<file path="config.mk">
export PLATFORM = sky130hd
export DESIGN_NAME = maint_queue
export DESIGN_NICKNAME = d
export VERILOG_FILES = /design/src/rtl/maint_pkg.sv /design/src/rtl/maint_owner.sv /design/src/rtl/maint_fifo.sv /design/src/rtl/maint_engine.sv /design/src/rtl/maint_queue.sv
export SDC_FILE = /design/constraint.sdc
export NUM_CORES = 1
export LEC_CHECK = 0
export BUFFER_PORTS_ARGS = -buffer_cell sky130_fd_sc_hd__buf_2
export CORE_ASPECT_RATIO = 2
export CORE_MARGIN = 2
export CORE_UTILIZATION = 60
export CTS_CLUSTER_DIAMETER = 80
export CTS_CLUSTER_SIZE = 14
export DETAILED_ROUTE_END_ITERATION = 12
export PLACE_DENSITY = 0.85
export RECOVER_POWER = 100
export SLEW_MARGIN = 20
export SYNTH_ARGS = -nofsm -noshare
export SYNTH_HDL_FRONTEND = slang
export SYNTH_HIERARCHICAL = 1
export SYNTH_SLANG_ARGS = --single-unit
</file>
<file path="constraint.sdc">
create_clock -name clk -period 4.2 [get_ports clk]
set_input_delay 0.42 -clock clk [delete_from_list [all_inputs] [get_ports clk]]
set_output_delay 0.42 -clock clk [all_outputs]
set_load 0.01 [all_outputs]
</file>
<file path="src/rtl/maint_pkg.sv">
package maint_pkg;
  localparam logic [2:0] RG_MODE  = 3'd0;
  localparam logic [2:0] RG_ADDR  = 3'd1;
  localparam logic [2:0] RG_SIZE  = 3'd2;
  localparam logic [2:0] RG_REGST = 3'd3;
  localparam logic [2:0] RG_OPST  = 3'd4;
  localparam logic [2:0] RG_PRIM  = 3'd5;

  localparam int MODE_NOTIFY_BIT = 15;
  localparam int MODE_SCOPE_LO   = 17;
  localparam int PRIM_SYNC       = 8;
  localparam int PRIM_PFFLUSH    = 9;

  typedef enum logic [1:0] {
    OP_INV   = 2'd0,
    OP_CLEAN = 2'd1,
    OP_FLUSH = 2'd2,
    OP_RSVD  = 2'd3
  } op_e;

  typedef struct packed {
    op_e  op;
    logic whole;
    logic notify;
  } ctl_t;
endpackage

</file>
<file path="src/rtl/maint_owner.sv">
module maint_owner #(
  parameter int NCPU = 3,
  localparam int IDW = (NCPU > 1) ? $clog2(NCPU) : 1
) (
  input  logic            clk,
  input  logic            rst_n,
  input  logic [NCPU-1:0] mode_wr,
  input  logic [NCPU-1:0] stat_rd,
  output logic            owner_vld,
  output logic [IDW-1:0]  owner_id,
  output logic            take_mode,
  output logic [IDW-1:0]  take_id,
  output logic [NCPU-1:0] fail_q
);
  logic [IDW-1:0]  first_id;
  logic            any_wr;
  logic [NCPU-1:0] ok_wr;

  always_comb begin
    first_id = '0;
    any_wr   = |mode_wr;
    for (int i = NCPU - 1; i >= 0; i--)
      if (mode_wr[i]) first_id = IDW'(i);
    for (int i = 0; i < NCPU; i++)
      ok_wr[i] = mode_wr[i] &&
                 (owner_vld ? (owner_id == IDW'(i)) : (first_id == IDW'(i)));
    take_mode = |ok_wr;
    take_id   = owner_vld ? owner_id : first_id;
  end

  always_ff @(posedge clk) begin
    if (!rst_n) begin
      owner_vld <= 1'b0;
      owner_id  <= '0;
      fail_q    <= '0;
    end else begin
      if (!owner_vld && any_wr) begin
        owner_vld <= 1'b1;
        owner_id  <= first_id;
      end else if (owner_vld && stat_rd[owner_id]) begin
        owner_vld <= 1'b0;
      end
      for (int i = 0; i < NCPU; i++) begin
        if (mode_wr[i] && !ok_wr[i]) fail_q[i] <= 1'b1;
        else if (stat_rd[i])         fail_q[i] <= 1'b0;
      end
    end
  end
endmodule

</file>
<file path="src/rtl/maint_fifo.sv">
module maint_fifo #(
  parameter int W     = 8,
  parameter int DEPTH = 4,
  localparam int PW   = (DEPTH > 1) ? $clog2(DEPTH) : 1,
  localparam int CW   = $clog2(DEPTH + 1)
) (
  input  logic         clk,
  input  logic         rst_n,
  input  logic         push,
  input  logic [W-1:0] din,
  input  logic         pop,
  output logic [W-1:0] dout,
  output logic         empty,
  output logic         full
);
  logic [W-1:0]  mem [DEPTH];
  logic [PW-1:0] wp, rp;
  logic [CW-1:0] cnt;

  assign empty = (cnt == '0);
  assign full  = (cnt == CW'(DEPTH));
  assign dout  = mem[rp];

  function automatic logic [PW-1:0] nxt(input logic [PW-1:0] p);
    return (p == PW'(DEPTH - 1)) ? '0 : p + 1'b1;
  endfunction

  always_ff @(posedge clk) begin
    if (!rst_n) begin
      wp  <= '0;
      rp  <= '0;
      cnt <= '0;
    end else begin
      if (push) begin
        mem[wp] <= din;
        wp      <= nxt(wp);
      end
      if (pop) rp <= nxt(rp);
      cnt <= cnt + CW'(push) - CW'(pop);
    end
  end
endmodule

</file>
<file path="src/rtl/maint_engine.sv">
module maint_engine
  import maint_pkg::*;
#(
  parameter int DW           = 32,
  parameter int LINE_BYTES   = 64,
  parameter int CYC_PER_LINE = 2,
  parameter int ALL_LINES    = 8,
  parameter int IDW          = 2,
  localparam int LB          = $clog2(LINE_BYTES),
  localparam int CW          = DW + $clog2(CYC_PER_LINE + 1) + 2
) (
  input  logic          clk,
  input  logic          rst_n,
  input  logic          start,
  input  ctl_t          start_ctl,
  input  logic [DW-1:0] start_addr,
  input  logic [DW-1:0] start_size,
  input  logic [IDW-1:0] start_id,
  output logic          busy,
  output logic          fin,
  output ctl_t          cur_ctl,
  output logic [IDW-1:0] cur_id
);
  logic [CW-1:0] span, lines, dur, cnt;

  always_comb begin
    span  = CW'(start_addr[LB-1:0]) + CW'(start_size) + CW'(LINE_BYTES - 1);
    lines = span >> LB;
    dur   = start_ctl.whole ? CW'(ALL_LINES * CYC_PER_LINE)
                            : lines * CW'(CYC_PER_LINE);
    if (dur == '0) dur = CW'(1);
  end

  assign fin = busy && (cnt == CW'(1));

  always_ff @(posedge clk) begin
    if (!rst_n) begin
      busy    <= 1'b0;
      cnt     <= '0;
      cur_ctl <= '0;
      cur_id  <= '0;
    end else if (start) begin
      busy    <= 1'b1;
      cnt     <= dur;
      cur_ctl <= start_ctl;
      cur_id  <= start_id;
    end else if (fin) begin
      busy <= 1'b0;
    end else if (busy) begin
      cnt <= cnt - 1'b1;
    end
  end
endmodule

</file>
<file path="src/rtl/maint_queue.sv">
module maint_queue
  import maint_pkg::*;
#(
  parameter int NCPU         = 3,
  parameter int DEPTH        = 4,
  parameter int DW           = 32,
  parameter int LINE_BYTES   = 64,
  parameter int CYC_PER_LINE = 2,
  parameter int ALL_LINES    = 8
) (
  input  logic               clk,
  input  logic               rst_n,
  input  logic [NCPU-1:0]    bus_sel,
  input  logic [NCPU-1:0]    bus_we,
  input  logic [NCPU*3-1:0]  bus_reg,
  input  logic [NCPU*DW-1:0] bus_wdata,
  output logic [NCPU*DW-1:0] bus_rdata,
  output logic [NCPU-1:0]    bus_ready,
  output logic               exec_busy,
  output logic [1:0]         exec_op,
  output logic               exec_whole
);
  localparam int IDW = (NCPU > 1) ? $clog2(NCPU) : 1;
  localparam int CTW = $bits(ctl_t);
  localparam int EW  = IDW + CTW + 2 * DW;
  localparam int PCW = $clog2(DEPTH + 1);

  logic [NCPU-1:0] mode_wr, addr_wr, size_wr, regst_rd, opst_wr, prim_wr, prim_rd;
  logic [NCPU-1:0] done_q, sync_pend, queued, running;
  logic            owner_vld, take_mode;
  logic [IDW-1:0]  owner_id, take_id;
  logic [NCPU-1:0] fail_q;
  ctl_t            mode_q, eng_ctl, head_ctl;
  logic [DW-1:0]   addr_q, size_q, head_addr, head_size, take_data;
  logic [IDW-1:0]  eng_id, head_id;
  logic            q_push, q_pop, q_full, q_empty, eng_fin;
  logic [EW-1:0]   q_din, q_dout;
  logic [PCW-1:0]  pend_cnt [NCPU];

  // per-port decode
  for (genvar g = 0; g < NCPU; g++) begin : g_port
    logic [2:0]    rg;
    logic [DW-1:0] wd;
    logic          rd_acc;
    assign rg = bus_reg[g*3 +: 3];
    assign wd = bus_wdata[g*DW +: DW];
    assign rd_acc = bus_sel[g] && !bus_we[g];
    assign mode_wr[g]  = bus_sel[g] && bus_we[g] && rg == RG_MODE;
    assign addr_wr[g]  = bus_sel[g] && bus_we[g] && rg == RG_ADDR;
    assign size_wr[g]  = bus_sel[g] && bus_we[g] && rg == RG_SIZE;
    assign opst_wr[g]  = bus_sel[g] && bus_we[g] && rg == RG_OPST;
    assign prim_wr[g]  = bus_sel[g] && bus_we[g] && rg == RG_PRIM;
    assign regst_rd[g] = rd_acc && rg == RG_REGST;
    assign bus_ready[g] = !(rd_acc && rg == RG_PRIM && sync_pend[g] &&
                            (exec_busy || !q_empty));
    assign prim_rd[g]  = rd_acc && rg == RG_PRIM && bus_ready[g];
    assign queued[g]   = (pend_cnt[g] != '0);
    assign running[g]  = exec_busy && (eng_id == IDW'(g));

    always_comb begin
      bus_rdata[g*DW +: DW] = '0;
      if (rg == RG_REGST) begin
        if (owner_vld && owner_id == IDW'(g))
          bus_rdata[g*DW +: 2] = q_full ? 2'b11 : {1'b0, fail_q[g]};
        else
          bus_rdata[g*DW +: 2] = {1'b0, fail_q[g]};
      end else if (rg == RG_OPST) begin
        bus_rdata[g*DW +: 3] = {done_q[g], running[g], queued[g]};
      end
    end

    always_ff @(posedge clk) begin
      if (!rst_n) begin
        done_q[g]    <= 1'b0;
        sync_pend[g] <= 1'b0;
        pend_cnt[g]  <= '0;
      end else begin
        if (eng_fin && eng_ctl.notify && eng_id == IDW'(g)) done_q[g] <= 1'b1;
        else if (opst_wr[g] && wd[2])                       done_q[g] <= 1'b0;
        if (prim_wr[g] && wd == DW'(PRIM_SYNC)) sync_pend[g] <= 1'b1;
        else if (prim_rd[g])                    sync_pend[g] <= 1'b0;
        pend_cnt[g] <= pend_cnt[g]
                     + PCW'(q_push && owner_id == IDW'(g))
                     - PCW'(q_pop && head_id == IDW'(g));
      end
    end
  end

  maint_owner #(.NCPU(NCPU)) u_owner (
    .clk(clk), .rst_n(rst_n), .mode_wr(mode_wr), .stat_rd(regst_rd),
    .owner_vld(owner_vld), .owner_id(owner_id),
    .take_mode(take_mode), .take_id(take_id), .fail_q(fail_q)
  );

  assign take_data = bus_wdata[take_id*DW +: DW];

  // shared command registers
  always_ff @(posedge clk) begin
    if (!rst_n) begin
      mode_q <= '0;
      addr_q <= '0;
      size_q <= '0;
    end else begin
      if (take_mode) begin
        mode_q.op     <= op_e'(take_data[1:0]);
        mode_q.whole  <= (take_data[MODE_SCOPE_LO+1:MODE_SCOPE_LO] == 2'd1);
        mode_q.notify <= take_data[MODE_NOTIFY_BIT];
      end
      for (int i = 0; i < NCPU; i++) begin
        if (owner_vld && owner_id == IDW'(i)) begin
          if (addr_wr[i]) addr_q <= bus_wdata[i*DW +: DW];
          if (size_wr[i]) size_q <= bus_wdata[i*DW +: DW];
        end
      end
    end
  end

  assign q_push = owner_vld && regst_rd[owner_id] && !q_full;
  assign q_din  = {owner_id, mode_q, addr_q, size_q};
  assign {head_id, head_ctl, head_addr, head_size} = q_dout;
  assign q_pop  = !exec_busy && !q_empty;

  maint_fifo #(.W(EW), .DEPTH(DEPTH)) u_fifo (
    .clk(clk), .rst_n(rst_n), .push(q_push), .din(q_din), .pop(q_pop),
    .dout(q_dout), .empty(q_empty), .full(q_full)
  );

  maint_engine #(
    .DW(DW), .LINE_BYTES(LINE_BYTES), .CYC_PER_LINE(CYC_PER_LINE),
    .ALL_LINES(ALL_LINES), .IDW(IDW)
  ) u_engine (
    .clk(clk), .rst_n(rst_n), .start(q_pop), .start_ctl(head_ctl),
    .start_addr(head_addr), .start_size(head_size), .start_id(head_id),
    .busy(exec_busy), .fin(eng_fin), .cur_ctl(eng_ctl), .cur_id(eng_id)
  );

  assign exec_op    = eng_ctl.op;
  assign exec_whole = eng_ctl.whole;
endmodule

</file>
==> results.sh, run 1 <==
export IMPL_gr_usage_all_layers_pct=31.9
export IMPL_vdd_drop_max_uv=454
export IMPL_n_fill_cell=1753
export IMPL_synth_cell_area_mm2=0.0146
export IMPL_cts_sinks=291
export IMPL_synthCells=1233
export IMPL_crit_type="reg2reg"
export IMPL_start_kind="flip-flop"
export IMPL_fmax_mhz=256
export IMPL_final_hold_viol_count=0
export IMPL_postRouteWirelength_mm=40.7
export IMPL_cp_end_kind="flip-flop"
export IMPL_place_area_mm2=0.0152
export IMPL_path_clk_slew_ns=0.07
export IMPL_die_h_um=225
export IMPL_grt_pass1_vias=10800
export IMPL_port_buffers=128
export IMPL_crit_path_max_incr_delay_ns=0.97
export IMPL_overflow=0
export IMPL_ctsResizeCount=0
export IMPL_critPathLaunch="u_owner/owner_id[1]"
export IMPL_hp_class="in2reg"
export IMPL_skew_ns=0.0211
export IMPL_grt_first_pass_wirelength_mm=61.0
export IMPL_root_buffer="clkbuf_16"
export IMPL_cts_htree_levels=1
export IMPL_io_pins=216
export IMPL_setup_viol=0
export IMPL_hold_buffers=0
export IMPL_violations="capacitance limit, slew limit"
export IMPL_wl_per_cell_um=24.4
export IMPL_syn_area_per_cell_um2=11.9
export IMPL_layout_drive_gt1_share_pct=16.9
export IMPL_rsz0062_at_grt="false"
export IMPL_tightest_slew_ns=1.70
export IMPL_fin_crit_ns=3.91
export IMPL_antenna_found_initial=2
export IMPL_dieArea_mm2=0.0258
export IMPL_worstHoldStart="bus_wdata[59]"
export IMPL_drc_errors=0
export IMPL_cts_setup_buffers=0
export IMPL_power_leakage_uw=0.00576
export IMPL_power_density_mw_per_mm2=627
export IMPL_rrSetupSlack_ns=0.29
export IMPL_path_cells="inv_1 -> nor2_1 -> nand3b_1 -> a31oi_1 -> and3_2 -> clkbuf_2"
export IMPL_die_width_um=114
export IMPL_crit_slowest_cell="clkbuf_2"
export IMPL_post_route_period_util_pct=93.0
export IMPL_grt_start_max_net_pins=45
export IMPL_clk_path_buf_depth=3
export IMPL_ys_warnings_count=6
export IMPL_crit_fanout=44
export IMPL_max_slew_margin_pct=-13.3
export IMPL_vias_per_cell=6.43
export IMPL_initial_core_util_pct=61.2
export IMPL_dp_hpwl_mm=29.4
export IMPL_fp_coreArea_mm2=0.0239
export IMPL_syn2layout_area_growth_pct=7.76
export IMPL_gp_congestion=1.05
export IMPL_maxSlewViolCount=27
export IMPL_clk_latency_ns=0.54
export IMPL_drt_iter0_markers=873
export IMPL_cp_data_arrival_time_ns=4.06
export IMPL_rows=80
export IMPL_layout_nets=1503
export IMPL_postLayoutCellArea_mm2=0.0158
export IMPL_r2r_start="u_owner/owner_id[1]"
export IMPL_numCtsBuffers=24
export IMPL_cap_viol_max_count=2
export IMPL_dr_pass1_iters=6
export IMPL_cts_tree="yes"
export IMPL_vias=10700
export IMPL_status="finished with violations"
export IMPL_crit_required_ns=4.35
export IMPL_setup_tns_ns=0
export IMPL_ant_nets=0
-- critical path, delay by kind of cell, from the launching register on --
kind,cells,cell delay [ns]
AND/OR/NAND/NOR,3,0.83
buffers and inverters,2,1.12
flip-flops,1,0.77
AO/OA/AOI/OAI,1,0.72
-- stage by stage --
stage               setup slack [ns]  total power, µW  hold slack [ns]  utilization [%]  instances
detailed placement             0.242             7800            0.471             63.5       1621
global placement               0.377             7640            0.461             63.5       1621
finish                         0.293             9900            0.121             66.0       1667
CTS                            0.233             9920            0.104             66.5       1665
floorplan                      0.841             6760            0.449                -       1319
global route                  0.0708            10300            0.147             66.0       1667
-- power breakdown --
part	internal, µW	switching (µW)	total [µW]
Clock	1130	970	2100
Combinational	1730	2590	4320
Sequential	3210	274	3480
-- sequential cells by signal, indices dropped and copies added, names as in the netlist, 4 cells and up, named ones only --
name              cells
addr_q                6
mode_q                4
pend_cnt              9
size_q               32
u_engine/cnt         36
u_engine/cur_ctl      4
u_fifo/mem          176
-- final cells by class --
class	instances	area, µm²	share of cell area (%)
diodes	1	2.50	0.0159
clock buffers	44	707	4.48
inverters	53	199	1.26
multi-input cells	833	6110	38.7
flip-flops and latches	291	7590	48.1
well taps	287	359	2.27
repair buffers	158	816	5.17
-- metal layers --
metal / share of wire, % / vias up / global-route usage [%]
met5: 0 / - / 0
met4: 8.7 / 0 / 24.0
met3: 5.9 / 176 / 4.30
met2: 53 / 641 / 58.0
met1: 32 / 5176 / 32.3
li1: - / 4722 / -
-- placed cells by master, fill, tap and decap left out, types with 12 or more instances in the layout --
cell	n
nand2b_1	19
buf_2	111
ha_1	25
inv_1	53
or3_1	14
clkbuf_16	25
xor2_1	19
conb_1	87
o22ai_1	14
a21oi_1	28
nand2_1	52
o21ai_0	63
nand4_1	12
buf_4	19
mux4_2	44
a22oi_1	38
nand3_1	23
edfxtp_1	176
clkbuf_1	41
nor3_1	37
mux2i_1	53
dfxtp_1	113
xnor2_1	35
nor2_1	76
nor4_1	32
-- final timing paths --
path	to	cells after the start
setup reg to reg	u_fifo/mem[2][67]	6
hold reg to reg	sync_pend[0]	2
hold / removal	size_q[27]	3
setup / recovery	u_fifo/mem[2][67]	6
Power figures use the tool's default switching activity.
==> inputs of run 2 (changes only) <==
--- a/config.mk
+++ b/config.mk
@@ -6,14 +6,17 @@
 export NUM_CORES = 1
 export LEC_CHECK = 0
 export BUFFER_PORTS_ARGS = -buffer_cell sky130_fd_sc_hd__buf_2
+export CELL_PAD_IN_SITES_DETAIL_PLACEMENT = 1
+export CELL_PAD_IN_SITES_GLOBAL_PLACEMENT = 1
 export CORE_ASPECT_RATIO = 2
 export CORE_MARGIN = 2
-export CORE_UTILIZATION = 60
+export CORE_UTILIZATION = 49
 export CTS_CLUSTER_DIAMETER = 80
 export CTS_CLUSTER_SIZE = 14
 export DETAILED_ROUTE_END_ITERATION = 12
 export PLACE_DENSITY = 0.85
 export RECOVER_POWER = 100
+export SKIP_LAST_GASP = 1
 export SLEW_MARGIN = 20
 export SYNTH_ARGS = -nofsm -noshare
 export SYNTH_HDL_FRONTEND = slang
==> run 2 against run 1 <==
The run still ends with capacitance limit, slew limit left. Final cell count is 4.3% higher. Clock skew rose by 0.0014 ns. Sequential share of layout area shrank 0.15 points. Critical path depth grew 9. First-iteration DRC count down 20%. Via count down 0.23%. Register-to-register slack hardly changed. Count of clock-buffer cells in the layout down 3. Sequential cell count stayed put. Combinational power barely moved. Worst hold slack worse by 0.0044 ns.
==> results.sh, run 2 (synthesis results as in run 1) <==
export IMPL_postLayoutCellArea_mm2=0.0158
export IMPL_wl_per_cell_um=25.5
export IMPL_path_clk_slew_ns=0.07
export IMPL_syn2layout_area_growth_pct=8.12
export IMPL_overflow=0
export IMPL_grt_pass1_vias=11500
export IMPL_gr_usage_all_layers_pct=28.0
export IMPL_fp_coreArea_mm2=0.0295
export IMPL_clk_latency_ns=0.55
export IMPL_vias=10700
export IMPL_numCtsBuffers=24
export IMPL_setup_tns_ns=0
export IMPL_fin_crit_ns=3.92
export IMPL_worst_slack_ns=0.278
export IMPL_max_slew_margin_pct=-28.8
export IMPL_critical_path_top_delay_family="compound AO/OA/AOI/OAI gates"
export IMPL_path_cells="buf_4 -> mux4_2 -> inv_1 -> ha_1 -> inv_1 -> ha_1 -> a21oi_1 -> o21ai_0 -> a41oi_1 -> clkbuf_1 -> nor4_1 -> a211oi_1 -> a41oi_1 -> nor3_1 -> a21o_1"
export IMPL_tightest_slew_ns=1.91
export IMPL_final_common_cell="edfxtp_1"
export IMPL_hold_worst_slack_ns=0.116
export IMPL_vdd_drop_max_uv=458
export IMPL_place_inst=1696
export IMPL_drc_errors=0
export IMPL_root_buffer="clkbuf_16"
export IMPL_max_flop_register="u_fifo/mem"
export IMPL_crit_slowest_cell="a41oi_1"
export IMPL_fmax_mhz=255
export IMPL_setup_viol=0
export IMPL_antenna_found_initial=0
export IMPL_hp_class="in2reg"
export IMPL_drt_iter0_markers=700
export IMPL_dr_pass1_iters=5
export IMPL_maxSlewViolCount=34
export IMPL_crit_fanout=15
export IMPL_cts_sinks=291
export IMPL_power_leakage_uw=0.00574
export IMPL_power_density_mw_per_mm2=629
export IMPL_start_kind="flip-flop"
export IMPL_ant_nets=0
export IMPL_top_regs="u_fifo/mem: 176 flops, u_engine/cnt: 36 flops, size_q: 32 flops"
export IMPL_skew_ns=0.0225
export IMPL_die_width_um=126
export IMPL_rows=89
export IMPL_grt_start_max_net_pins=45
export IMPL_violations="capacitance limit, slew limit"
export IMPL_instances_no_fill=1739
export IMPL_cts_setup_buffers=0
export IMPL_dp_hpwl_mm=32.3
export IMPL_rrSetupSlack_ns=0.28
export IMPL_post_route_period_util_pct=93.4
export IMPL_status="finished with violations"
export IMPL_layout_nets=1500
export IMPL_clk_path_buf_depth=3
export IMPL_cts_htree_levels=1
export IMPL_io_pins=216
export IMPL_crit_type="reg2reg"
export IMPL_postRouteWirelength_mm=44.3
export IMPL_layout_drive_gt1_share_pct=16.7
export IMPL_port_buffers=128
export IMPL_hold_buffers=0
export IMPL_final_hold_viol_count=0
export IMPL_initial_core_util_pct=49.6
export IMPL_gp_congestion=0.870
export IMPL_largest_reg_flops=176
export IMPL_cap_viol_max_count=2
export IMPL_crit_required_ns=4.70
export IMPL_rsz0062_at_grt="false"
export IMPL_crit_path_max_incr_delay_ns=0.56
export IMPL_place_area_mm2=0.0153
export IMPL_cp_end_kind="flip-flop"
export IMPL_crit_buf_inv=4
export IMPL_die_h_um=249
export IMPL_dieArea_mm2=0.0314
export IMPL_diodes=0
export IMPL_grt_first_pass_wirelength_mm=67.2
export IMPL_cts_tree="yes"
export IMPL_post_place_ws_ns=0.242
export IMPL_vias_per_cell=6.15
export IMPL_cp_data_arrival_time_ns=4.42
export IMPL_final_cell_mix="176 x edfxtp_1, 113 x dfxtp_1, 111 x buf_2, 87 x conb_1, 76 x nor2_1"
run 2: cell count changes in the layout (fill, tap and decap cells not counted), sizes merged:
| cell | delta |
|---|---|
| buf | -4 |
| clkbuf | -2 |
| clkinv | +2 |
| diode | -1 |
run 2: final cells by class:
cell class                      count  area [µm²]
Tap cell                          364         455
Clock inverter                      2        21.3
Timing Repair Buffer              155         800
Sequential cell                   291        7590
Fill cell                        3142       13700
Clock buffer                       41         664
Inverter                           53         199
Multi-Input combinational cell    833        6110
run 2: path summary, 6_finish.rpt:
path | from | end | cells past startpoint
worst min-delay path | bus_wdata[52] | size_q[20] | 3
worst min register to register | done_q[2] | done_q[2] | 2
worst max register to register | flip-flop | u_engine/cnt[0] | 15
worst max-delay path | flip-flop | u_engine/cnt[0] | 15
run 2: report_power, final:
part           internal (µW)  total [µW]  switching, µW  leakage [µW]
Combinational           1730        4350           2620       0.00303
Clock                   1080        2100           1030      0.000327
Sequential              3210        3500            295       0.00238
run 2: per-stage QoR:
| stage | total power [µW] | util, % |
|---|---|---|
| 6_report | 9960 | 53.7 |
| 5_1_grt | 10500 | 53.7 |
| 4_1_cts | 10100 | 54.1 |
| 3_5_place_dp | 7950 | 51.8 |
| 3_3_place_gp | 7720 | 51.8 |
| 2_1_floorplan | 6760 | - |
run 2: metal layers:
metal	wire length, µm	share of wire [%]	global-route usage [%]	vias to the layer above
li1	-	-	-	4688
met1	14500	33	28.8	5275
met2	23800	54	51.3	538
met3	2330	5.3	2.75	189
met4	3720	8.4	20.9	0
met5	0	0	0	-
run 2: worst register-to-register path: stages, from the launching register on:
cell	delay (ns)
dfxtp_4	0.55
buf_4	0.23
mux4_2	0.50
inv_1	0.08
ha_1	0.14
inv_1	0.04
ha_1	0.29
a21oi_1	0.14
o21ai_0	0.09
a41oi_1	0.56
clkbuf_1	0.33
nor4_1	0.12
a211oi_1	0.24
a41oi_1	0.15
nor3_1	0.28
a21o_1	0.15
run 2: timing repair:
| action | 4_1_cts | 5_1_grt |
|---|---|---|
| setup endpoints to repair | 0 | 2 |
| hold endpoints to repair | 0 | 0 |
| gates resized for setup | 0 | 2 |
==> inputs of run 3 (changes only) <==
--- a/config.mk
+++ b/config.mk
@@ -10,7 +10,7 @@
 export CELL_PAD_IN_SITES_GLOBAL_PLACEMENT = 1
 export CORE_ASPECT_RATIO = 2
 export CORE_MARGIN = 2
-export CORE_UTILIZATION = 49
+export CORE_UTILIZATION = 46
 export CTS_CLUSTER_DIAMETER = 80
 export CTS_CLUSTER_SIZE = 14
 export DETAILED_ROUTE_END_ITERATION = 12
@@ -20,5 +20,4 @@
 export SLEW_MARGIN = 20
 export SYNTH_ARGS = -nofsm -noshare
 export SYNTH_HDL_FRONTEND = slang
-export SYNTH_HIERARCHICAL = 1
 export SYNTH_SLANG_ARGS = --single-unit
==> run 3 against run 2 <==
The flow finishes with violations (capacitance limit, slew limit, setup timing). First-iteration DRC count rose by 6.9%. Synthesized cell count rose by 22%. Die area rose by 15%. Clock power rose by 3%. Sequential power barely moved. Highest routed layer unchanged.
==> results.sh, run 3 <==
export IMPL_gr_usage_all_layers_pct=30.6
export IMPL_fp_coreArea_mm2=0.0341
export IMPL_cts_sinks=291
export IMPL_reg2reg_to="u_engine.cnt[0]"
export IMPL_dr_pass1_iters=5
export IMPL_initial_core_util_pct=46.5
export IMPL_syn2layout_area_growth_pct=20.4
export IMPL_tightest_slew_ns=1.79
export IMPL_yosysMostFrequentCell="nor2_1"
export IMPL_pwr_share_comb_pct=40.5
export IMPL_rsz0062_at_grt="true"
export IMPL_post_route_period_util_pct=111
export IMPL_vdd_drop_max_uv=325
export IMPL_vias_per_cell=6.04
export IMPL_yosys_most_used_dff="edfxtp_1"
export IMPL_postRouteWirelength_mm=55.8
export IMPL_largest_reg_flops=176
export IMPL_overflow=0
export IMPL_grt_first_pass_wirelength_mm=83.5
export IMPL_rows=96
export IMPL_clk_path_buf_depth=3
export IMPL_max_slew_margin_pct=-19.3
export IMPL_p_clk_share_pct=22.7
export IMPL_p_sw_share_pct=37.9
export IMPL_cp_end_kind="flip-flop"
export IMPL_fmax_mhz=214
export IMPL_top_regs="u_fifo.mem: 176 flops, u_engine.cnt: 36 flops, size_q: 32 flops"
export IMPL_p_seq_share_pct=36.8
export IMPL_clk_latency_ns=0.56
export IMPL_cts_htree_levels=1
export IMPL_synth_cell_types=95
export IMPL_layout_drive_gt1_share_pct=26.2
export IMPL_synth_edf_count=176
export IMPL_max_flop_register="u_fifo.mem"
export IMPL_ys_warnings_count=0
export IMPL_numCtsBuffers=24
export IMPL_power_density_mw_per_mm2=497
export IMPL_ys_async_sr_fraction_pct=0
export IMPL_fin_crit_ns=4.68
export IMPL_dieArea_mm2=0.0361
export IMPL_cell_internal_pwr_uw=5890
export IMPL_ys_seq_area_share_pct=47.9
export IMPL_yosys_area_top_type="edfxtp_1"
export IMPL_die_width_um=135
export IMPL_start_kind="flip-flop"
export IMPL_hold_end="size_q[23]"
export IMPL_synth_seq_cells=291
export IMPL_final_common_cell="nor2_1"
export IMPL_power_leakage_uw=0.00725
export IMPL_hp_class="in2reg"
export IMPL_synth_common_cells="182 x nor2_1, 176 x edfxtp_1, 115 x dfxtp_1"
export IMPL_synth_top_area_share_pct=33.3
export IMPL_io_pins=216
export IMPL_grt_start_max_net_pins=84
export IMPL_worstHoldStart="bus_wdata[87]"
export IMPL_dp_hpwl_mm=42.3
export IMPL_drc_errors=0
export IMPL_worst_slack_ns=-0.480
export IMPL_hold_worst_slack_ns=0.134
export IMPL_status="finished with violations"
export IMPL_synthCells=1499
export IMPL_crit_fanout=8
export IMPL_final_cell_mix="181 x nor2_1, 176 x edfxtp_1, 167 x buf_4, 113 x dfxtp_1, 112 x buf_2"
export IMPL_synth_cell_area_mm2=0.0159
export IMPL_gp_congestion=0.988
export IMPL_rrSetupSlack_ns=-0.48
export IMPL_holdPathStages=3
export IMPL_port_buffers=128
export IMPL_setup_viol=18
export IMPL_drt_iter0_markers=748
export IMPL_cap_viol_max_count=1
export IMPL_cts_tree="yes"
export IMPL_antenna_found_initial=2
export IMPL_wl_per_cell_um=25.1
export IMPL_vias=13400
export IMPL_instances_no_fill=2225
export IMPL_place_inst=2163
export IMPL_final_hold_viol_count=0
export IMPL_synth_area_top_cells="edfxtp_1 33%, dfxtp_1 15%, mux4_2 6.1%"
export IMPL_crit_required_ns=4.68
export IMPL_skew_ns=0.0266
export IMPL_grt_pass1_vias=14800
export IMPL_switchingPower_uw=3600
export IMPL_layout_nets=1904
export IMPL_maxSlewViolCount=39
export IMPL_reg2regPathDepth=16
export IMPL_cp_data_arrival_time_ns=5.16
export IMPL_die_h_um=267
export IMPL_root_buffer="clkbuf_16"
export IMPL_syn_area_per_cell_um2=10.6
export IMPL_crit_type="reg2reg"
export IMPL_ant_nets=0
export IMPL_path_clk_slew_ns=0.08
export IMPL_violations="capacitance limit, slew limit, setup timing"
[run 3: through the flow]
stage / power (µW) / instance area (µm²) / utilization (%) / setup TNS (ns) / setup slack (ns)
finish: 9490 / 19100 / 56.0 / -4.15 / -0.480
global placement: 6960 / 17800 / 52.1 / -6.73 / -0.656
global route: 9950 / 19100 / 56.0 / -7.38 / -0.656
CTS: 9400 / 18800 / 55.2 / -3.60 / -0.425
detailed placement: 7160 / 17800 / 52.1 / -7.73 / -0.758
floorplan: 5920 / 16300 / - / -7.42 / -0.862
[run 3: worst max path at each step]
stage,startpoint,to,slack [ns]
2_1_floorplan,flip-flop,u_engine.cnt[0],-0.86
3_3_place_gp,flip-flop,u_engine.cnt[0],-0.66
3_5_place_dp,flip-flop,u_engine.cnt[26],-0.76
4_1_cts,flip-flop,u_engine.cnt[0],-0.43
5_1_grt,flip-flop,u_engine.cnt[26],-0.66
6_report,flip-flop,u_engine.cnt[0],-0.48
[run 3: logic make-up (layout without fill, tap and decap cells)]
logic type	after synthesis	after routing	synth area share [%]
and+or+nand+nor	530	530	17.6
AOI/OAI and AO/OA	312	312	13.1
DFF	291	291	47.9
buffers and inverters	196	393	7.06
muxes	91	91	9.16
xor gates and xnor gates	52	52	2.87
adders and majority gates	26	26	2.29
other	1	89	0.0237
[run 3: layout make-up]
class	count	area, µm²
Tap cell	441	552
Inverter	39	146
Timing Repair Buffer	311	2070
Multi-Input combinational cell	1098	8030
Antenna cell	2	5.00
Fill cell	3791	15000
Sequential cell	291	7590
Clock buffer	43	704
[run 3: power groups by stage]
stage	Clock, µW	Sequential, µW	Combinational, µW
finish	2160	3490	3840
floorplan	0	3450	2460
CTS	2190	3480	3730
global placement	0	3520	3440
global route	2280	3520	4160
detailed placement	0	3540	3620
[run 3: critical path, cell delays in order, from the launching register on]
cell and delay (ns):
dfxtp_4 0.39, buf_6 0.14, mux4_2 0.54, fa_2 0.45
a21o_4 0.27, a221oi_4 0.34, buf_12 0.16, buf_12 0.12
a311oi_1 0.09, o32a_1 0.26, buf_6 0.14, or2_4 0.27
nor3_4 0.22, xnor2_2 0.10, or4b_4 0.51, or4_4 0.44
o31ai_4 0.16
[run 3: repair_timing]
action | in CTS | in global routing
resized for setup | 56 | 38
setup buffers | 9 | 11
setup endpoints to repair | 20 | 23
hold endpoints to repair | 0 | 0
hold buffers | 0 | 0
pin swaps | 28 | 18
[run 3: metal layers]
layer | global-route usage, % | routed length, µm | vias to the layer above
met1 | 28.9 | 17500 | 6567
met4 | 26.8 | 5640 | 0
met3 | 3.34 | 2470 | 267
met2 | 56.9 | 30200 | 624
met5 | 0 | 0 | -
li1 | - | - | 5976
